==> config.mk <==
export PLATFORM = sky130hd
export DESIGN_NAME = cpu_status_pair
export DESIGN_NICKNAME = d
export VERILOG_FILES = /design/src/rtl/stat_pkg.sv /design/src/rtl/stat_bitop.sv /design/src/rtl/stat_word.sv /design/src/rtl/cpu_status_pair.sv
export SDC_FILE = /design/constraint.sdc
export NUM_CORES = 1
export LEC_CHECK = 0
export ABC_CLOCK_PERIOD_IN_PS = 1500
export BUFFER_PORTS_ARGS = -buffer_cell sky130_fd_sc_hd__clkbuf_2
export CORE_UTILIZATION = 40
export CTS_BUF_LIST = sky130_fd_sc_hd__clkbuf_16
export CTS_CLUSTER_SIZE = 28
export DETAILED_ROUTE_END_ITERATION = 7
export PLACE_DENSITY = 0.7
export SLEW_MARGIN = 0
export SYNTH_ARGS = -nofsm -noshare
export SYNTH_HDL_FRONTEND = slang
export SYNTH_HIERARCHICAL = 1
export SYNTH_SLANG_ARGS = --single-unit
==> constraint.sdc <==
create_clock -name clk -period 1.5 [get_ports clk]
set_input_delay 0.375 -clock clk [delete_from_list [all_inputs] [get_ports clk]]
set_output_delay 0.375 -clock clk [all_outputs]
set_load 0.005 [all_outputs]
==> src/rtl/stat_pkg.sv <==
package stat_pkg;

    localparam int WORD_W = 16;
    localparam int IDX_W  = $clog2(WORD_W);

    typedef logic [WORD_W-1:0] stat_word_t;

    // request bit positions inside op_sel
    typedef enum int unsigned {
        OP_LD0 = 0,
        OP_LD1 = 1,
        OP_SET = 2,
        OP_CLR = 3
    } op_bit_e;

    // word 0 field positions
    localparam int W0_AUX_LO  = 13;
    localparam int W0_OVF     = 12;
    localparam int W0_OVM     = 11;
    localparam int W0_IRQ     = 9;
    localparam int W0_PAGE_LO = 0;
    localparam int PAGE_W     = 9;
    localparam int AUX_W      = 3;

    // word 1 field positions
    localparam int W1_BUF_LO  = 13;
    localparam int W1_CFG     = 12;
    localparam int W1_TFLAG   = 11;
    localparam int W1_SEXT    = 10;
    localparam int W1_CARRY   = 9;
    localparam int W1_EXT     = 4;
    localparam int W1_PS_LO   = 0;
    localparam int PS_W       = 2;

    // reserved, reset-to-one, reset-to-zero, write-protected masks
    localparam stat_word_t W0_RSVD     = stat_word_t'(1) << 10;
    localparam stat_word_t W0_RST_ONE  = stat_word_t'(1) << W0_IRQ;
    localparam stat_word_t W0_RST_ZERO = stat_word_t'(1) << W0_OVF;
    localparam stat_word_t W0_KEEP     = stat_word_t'(1) << W0_IRQ;

    localparam stat_word_t W1_RSVD     = (stat_word_t'(4'hF) << 5) | (stat_word_t'(2'h3) << 2);
    localparam stat_word_t W1_RST_ONE  = (stat_word_t'(1) << W1_SEXT) | (stat_word_t'(1) << W1_CARRY)
                                       | (stat_word_t'(1) << W1_EXT);
    localparam stat_word_t W1_RST_ZERO = (stat_word_t'(1) << W1_CFG) | (stat_word_t'(2'h3) << W1_PS_LO);
    localparam stat_word_t W1_KEEP     = '0;

endpackage

==> src/rtl/stat_bitop.sv <==
module stat_bitop
    import stat_pkg::*;
#(
    parameter int W  = WORD_W,
    parameter int IW = IDX_W,
    parameter logic [1:0][W-1:0] WRITABLE = '1
) (
    input  logic                do_set,
    input  logic                do_clr,
    input  logic                reg_sel,
    input  logic [IW-1:0]       idx,
    input  logic [1:0]          ld,
    output logic [1:0][W-1:0]   set_m,
    output logic [1:0][W-1:0]   clr_m
);

    for (genvar g = 0; g < 2; g++) begin : g_word
        logic         hit;
        logic [W-1:0] pos;

        always_comb begin
            hit = (reg_sel == 1'(g)) && !ld[g];
            pos = (W'(1) << idx) & WRITABLE[g];
            clr_m[g] = (do_clr && hit) ? pos : '0;
            // clear takes precedence over set on the same bit
            set_m[g] = (do_set && hit) ? (pos & ~clr_m[g]) : '0;
        end
    end

endmodule

==> src/rtl/stat_word.sv <==
module stat_word #(
    parameter int           W        = 16,
    parameter logic [W-1:0] RSVD     = '0,
    parameter logic [W-1:0] RST_ONE  = '0,
    parameter logic [W-1:0] RST_ZERO = '0,
    parameter logic [W-1:0] LD_KEEP  = '0
) (
    input  logic         clk,
    input  logic         rst,
    input  logic         ld,
    input  logic [W-1:0] wr_data,
    input  logic [W-1:0] set_mask,
    input  logic [W-1:0] clr_mask,
    input  logic [W-1:0] side_en,
    input  logic [W-1:0] side_val,
    output logic [W-1:0] word_q
);

    localparam logic [W-1:0] HOLD = ~(RSVD | RST_ONE | RST_ZERO);

    logic [W-1:0] state_d;
    logic [W-1:0] state_q;

    always_comb begin
        state_d = state_q;
        // lowest priority: side updates from the datapath
        state_d = (state_d & ~side_en) | (side_val & side_en);
        // single-bit operations override side updates
        state_d = (state_d | set_mask) & ~clr_mask;
        // whole-word write overrides both, except protected bits
        if (ld) begin
            state_d = (wr_data & ~LD_KEEP) | (state_q & LD_KEEP);
        end
        // reset touches only its own fields
        if (rst) begin
            state_d = (state_q | RST_ONE) & ~RST_ZERO;
        end
        state_d = state_d | RSVD;
    end

    always_ff @(posedge clk) begin
        state_q <= state_d;
    end

    assign word_q = state_q | RSVD;

    // whole-word write lands next cycle
    a_r1_load_word: assert property (@(posedge clk) disable iff (rst)
        ld |=> ((word_q & ~RSVD & ~LD_KEEP) == ($past(wr_data) & ~RSVD & ~LD_KEEP)));

    // protected bits survive a whole-word write
    a_r2_load_keeps_mask: assert property (@(posedge clk) disable iff (rst)
        ld |=> ((word_q & LD_KEEP) == $past(word_q & LD_KEEP)));

    // a cleared bit reads zero afterwards even if set was requested
    a_r5_clear_wins: assert property (@(posedge clk) disable iff (rst)
        (!ld && (clr_mask != '0)) |=> ((word_q & $past(clr_mask)) == '0));

    // reset values of the reset-affected fields
    a_r7_reset_values: assert property (@(posedge clk)
        rst |=> (((word_q & RST_ONE) == RST_ONE) && ((word_q & RST_ZERO) == '0)));

    // fields without reset term hold through reset
    a_r8_reset_holds: assert property (@(posedge clk)
        rst |=> ((word_q & HOLD) == $past(word_q & HOLD)));

endmodule

==> src/rtl/cpu_status_pair.sv <==
module cpu_status_pair
    import stat_pkg::*;
(
    input  logic                 clk,
    input  logic                 rst,
    input  logic [3:0]           op_sel,
    input  logic                 bit_reg,
    input  logic [IDX_W-1:0]     bit_idx,
    input  logic [WORD_W-1:0]    wr_data,
    input  logic                 rd_reg,
    output logic [WORD_W-1:0]    rd_data,
    input  logic                 ovf_upd_en,
    input  logic                 ovf_upd_val,
    input  logic                 carry_upd_en,
    input  logic                 carry_upd_val,
    input  logic                 tflag_upd_en,
    input  logic                 tflag_upd_val,
    output logic [AUX_W-1:0]     aux_ptr,
    output logic                 ovf_flag,
    output logic                 ovf_mode,
    output logic                 irq_mask,
    output logic [PAGE_W-1:0]    page_ptr,
    output logic [AUX_W-1:0]     aux_buf,
    output logic                 cfg_bit,
    output logic                 test_flag,
    output logic                 sext_mode,
    output logic                 carry_flag,
    output logic                 ext_flag,
    output logic [PS_W-1:0]      prod_shift
);

    localparam logic [1:0][WORD_W-1:0] WRITABLE = {~W1_RSVD, ~W0_RSVD};

    logic [1:0][WORD_W-1:0] set_m;
    logic [1:0][WORD_W-1:0] clr_m;
    stat_word_t             side_en0, side_val0, side_en1, side_val1;
    stat_word_t             word0, word1;

    stat_bitop #(
        .W        (WORD_W),
        .IW       (IDX_W),
        .WRITABLE (WRITABLE)
    ) u_bitop (
        .do_set  (op_sel[OP_SET]),
        .do_clr  (op_sel[OP_CLR]),
        .reg_sel (bit_reg),
        .idx     (bit_idx),
        .ld      ({op_sel[OP_LD1], op_sel[OP_LD0]}),
        .set_m   (set_m),
        .clr_m   (clr_m)
    );

    always_comb begin
        side_en0  = stat_word_t'(ovf_upd_en)  << W0_OVF;
        side_val0 = stat_word_t'(ovf_upd_val) << W0_OVF;
        side_en1  = (stat_word_t'(carry_upd_en)  << W1_CARRY) | (stat_word_t'(tflag_upd_en)  << W1_TFLAG);
        side_val1 = (stat_word_t'(carry_upd_val) << W1_CARRY) | (stat_word_t'(tflag_upd_val) << W1_TFLAG);
    end

    stat_word #(
        .W        (WORD_W),
        .RSVD     (W0_RSVD),
        .RST_ONE  (W0_RST_ONE),
        .RST_ZERO (W0_RST_ZERO),
        .LD_KEEP  (W0_KEEP)
    ) u_word0 (
        .clk      (clk),
        .rst      (rst),
        .ld       (op_sel[OP_LD0]),
        .wr_data  (wr_data),
        .set_mask (set_m[0]),
        .clr_mask (clr_m[0]),
        .side_en  (side_en0),
        .side_val (side_val0),
        .word_q   (word0)
    );

    stat_word #(
        .W        (WORD_W),
        .RSVD     (W1_RSVD),
        .RST_ONE  (W1_RST_ONE),
        .RST_ZERO (W1_RST_ZERO),
        .LD_KEEP  (W1_KEEP)
    ) u_word1 (
        .clk      (clk),
        .rst      (rst),
        .ld       (op_sel[OP_LD1]),
        .wr_data  (wr_data),
        .set_mask (set_m[1]),
        .clr_mask (clr_m[1]),
        .side_en  (side_en1),
        .side_val (side_val1),
        .word_q   (word1)
    );

    assign rd_data    = rd_reg ? word1 : word0;

    assign aux_ptr    = word0[W0_AUX_LO +: AUX_W];
    assign ovf_flag   = word0[W0_OVF];
    assign ovf_mode   = word0[W0_OVM];
    assign irq_mask   = word0[W0_IRQ];
    assign page_ptr   = word0[W0_PAGE_LO +: PAGE_W];
    assign aux_buf    = word1[W1_BUF_LO +: AUX_W];
    assign cfg_bit    = word1[W1_CFG];
    assign test_flag  = word1[W1_TFLAG];
    assign sext_mode  = word1[W1_SEXT];
    assign carry_flag = word1[W1_CARRY];
    assign ext_flag   = word1[W1_EXT];
    assign prod_shift = word1[W1_PS_LO +: PS_W];

    // side update of carry takes effect when nothing stronger targets it
    a_r9_side_carry: assert property (@(posedge clk) disable iff (rst)
        (carry_upd_en && !op_sel[OP_LD1]
         && !((op_sel[OP_SET] || op_sel[OP_CLR]) && bit_reg && (bit_idx == IDX_W'(W1_CARRY))))
        |=> (carry_flag == $past(carry_upd_val)));

    // side update of overflow flag
    a_r9_side_ovf: assert property (@(posedge clk) disable iff (rst)
        (ovf_upd_en && !op_sel[OP_LD0]
         && !((op_sel[OP_SET] || op_sel[OP_CLR]) && !bit_reg && (bit_idx == IDX_W'(W0_OVF))))
        |=> (ovf_flag == $past(ovf_upd_val)));

endmodule

==> out/results.ini <==
[setup_path]
crit_type = input pin to flip-flop
ff2ff_path_depth = 3
critPathTopFamily = simple AND/OR/NAND/NOR gates
r2r-end = u_word0/state_q[15]$_DFFE_PN_
cp.depth = 6
reg2reg_slack_ns = 0.31
endpoint_kind = flip-flop
crit_fanout = 9
rr_startpoint = u_word0/state_q[15]$_DFFE_PN_
critPathArrivalTime_ns = 1.63
cp.required_ns = 1.57
worstPathCellList = buf_6 -> or4b_4 -> buf_12 -> nor2_4 -> a211oi_1 -> o31ai_1
max_stage_delay_ns = 0.58
path_buf_inv = 2
cp-start-kind = input pin
critPathSlowestCell = or4b_4

[place]
place_ws_ns = -0.369
port_buffers = 74
placed_cells = 455
globalplace.congestion = 0.819
dp_hpwl_um = 4360

[drt]
vias_per_cell = 4.81
num_vias = 2216
avgRoutedWirePerCell_um = 12.4
drtAntennaViolNets = 0
firstDrtPassIters = 4
dr.first_iter.drc_count = 73
drc_errors = 0
wirelength_um = 5730

[global_routing]
grt_pass1_vias = 2047
grt_max_degree = 29
grt_usage_pct = 21.1
antenna_found_initial = 0
overflow = 0
grt_pass1_wl_um = 8930

[power_and_ir_drop]
vdd_drop_max_mv = 0.590
p_per_area_mw_per_mm2 = 638
power_leakage_nw = 1.39

[run_status]
status = finished, violations left
failed_checks = setup timing

[cts]
h-tree-depth = 1
clock_sinks = 25
cts_tree = built
clk_latency_ns = 0.26
clk_pin_slew_ns = 0.07
cts_buffers = 3
cts-root-buf = clkbuf_16
ctsHoldBuffers = 0
clock_path_buffers = 2

[timing]
final-setup-viol-count = 6
slew_viol_final = 0
rsz0062_at_grt = yes
period_share_pct = 104
final.min_clock_period_ns = 1.56
fin_skew_ns = 0
max_freq_mhz = 642
hold_violations = 0
setup_ws_ns = -0.0587

[floorplanning]
coreArea_sq_mm = 0.00511
die-area_sq_mm = 0.00562
die_width_um = 75.0
die_y_um = 75.0
start_util_pct = 41.7
row_count = 26
io_pins = 75

[flow_run]
max_cap_viol_count = 0

[finish]
drive_above_1_share_pct = 36.8
syn_to_final_growth_pct = 46.8
diodes = 0
final_cells = 461
layout.nets = 426

[yosys]
synth_area_per_cell_sq_um = 8.76
synth_area_sq_mm = 0.00213
ys_warn_count = 6
syn_inst = 243

[worst_hold_path]
min_from = wr_data[9]
hold_end = u_word1/state_q[9]$_SDFF_PP1_
hold_depth = 3
hold_class = input pin to flip-flop

[layout by cell type (no fill, tap or decap), types with 4 or more instances in the layout]
master	count
nor2b_1	20
nand2b_1	4
conb_1	70
buf_4	21
nand2_1	22
a211oi_1	18
clkbuf_16	4
buf_12	4
mux2_4	14
o31ai_1	20
nor4_1	4
nor3_1	5
clkbuf_2	71
mux2_2	6
dfxtp_1	8
edfxtp_1	17
a21oi_1	7
nor2_1	35
nor2_4	7
[final cells by class]
type	instances	area (sq um)
sequential	25	671
tap	70	87.6
timing repair buffer	100	652
multi-input combinational	260	1630
clock inverter	1	3.75
clock buffer	3	75.1
inverter	2	7.51
fill	481	1980
[worst reg2reg max path, cell delays in order (launching register included)]
cell	delay [ns]
edfxtp_1	0.43
nor2b_1	0.17
a211oi_1	0.22
o31ai_1	0.12
[how the worst max path moves through the flow]
| stage | from | end | slack, ns |
|---|---|---|---|
| after floorplan | bit_reg | u_word0/state_q[7]$_DFFE_PN_ | -0.13 |
| after global placement | bit_idx[2] | u_word0/state_q[1]$_DFFE_PN_ | -0.30 |
| after detailed placement | bit_idx[2] | u_word0/state_q[1]$_DFFE_PN_ | -0.37 |
| after CTS | op_sel[3] | u_word0/state_q[14]$_DFFE_PN_ | -0.03 |
| after global routing | op_sel[3] | u_word0/state_q[5]$_DFFE_PN_ | -0.09 |
| final | op_sel[3] | u_word0/state_q[15]$_DFFE_PN_ | -0.06 |
[sequential cells by signal (all words and copies together) (netlist names)]
name and flops:
u_word0/state_q 15, u_word1/state_q 10
[stage by stage]
| stage | instance area (sq um) | setup TNS (ns) | hold slack (ns) | total power, mW | util [%] |
|---|---|---|---|---|---|
| CTS | 3020 | -0.123 | 0.329 | 1.98 | 59.2 |
| finish | 3130 | -0.222 | 0.332 | 1.99 | 61.2 |
| global placement | 2900 | -3.99 | 0.504 | 1.37 | 56.8 |
| floorplan | 2390 | -1.36 | 0.444 | 1.17 | - |
| global route | 3130 | -0.624 | 0.329 | 2.11 | 61.2 |
| detailed placement | 2900 | -4.52 | 0.516 | 1.38 | 56.8 |
[metal layers]
layer	global-route usage (%)	share of wire (%)
met2	39.6	52
met5	0	0
met3	2.95	5.1
met1	23.9	40
met4	8.18	3.2
[power breakdown]
part           internal, mW  switching (mW)
Clock                 0.357           0.239
Sequential            0.797          0.0351
Combinational         0.296           0.270
Total                  1.45           0.544
[what timing repair did]
item | CTS | global route
pin swaps | 3 | 3
gates resized for setup | 9 | 21
gates cloned | 0 | 1
setup endpoints to repair | 6 | 17
setup buffers | 1 | 0
(Power assumes the default switching activity.)
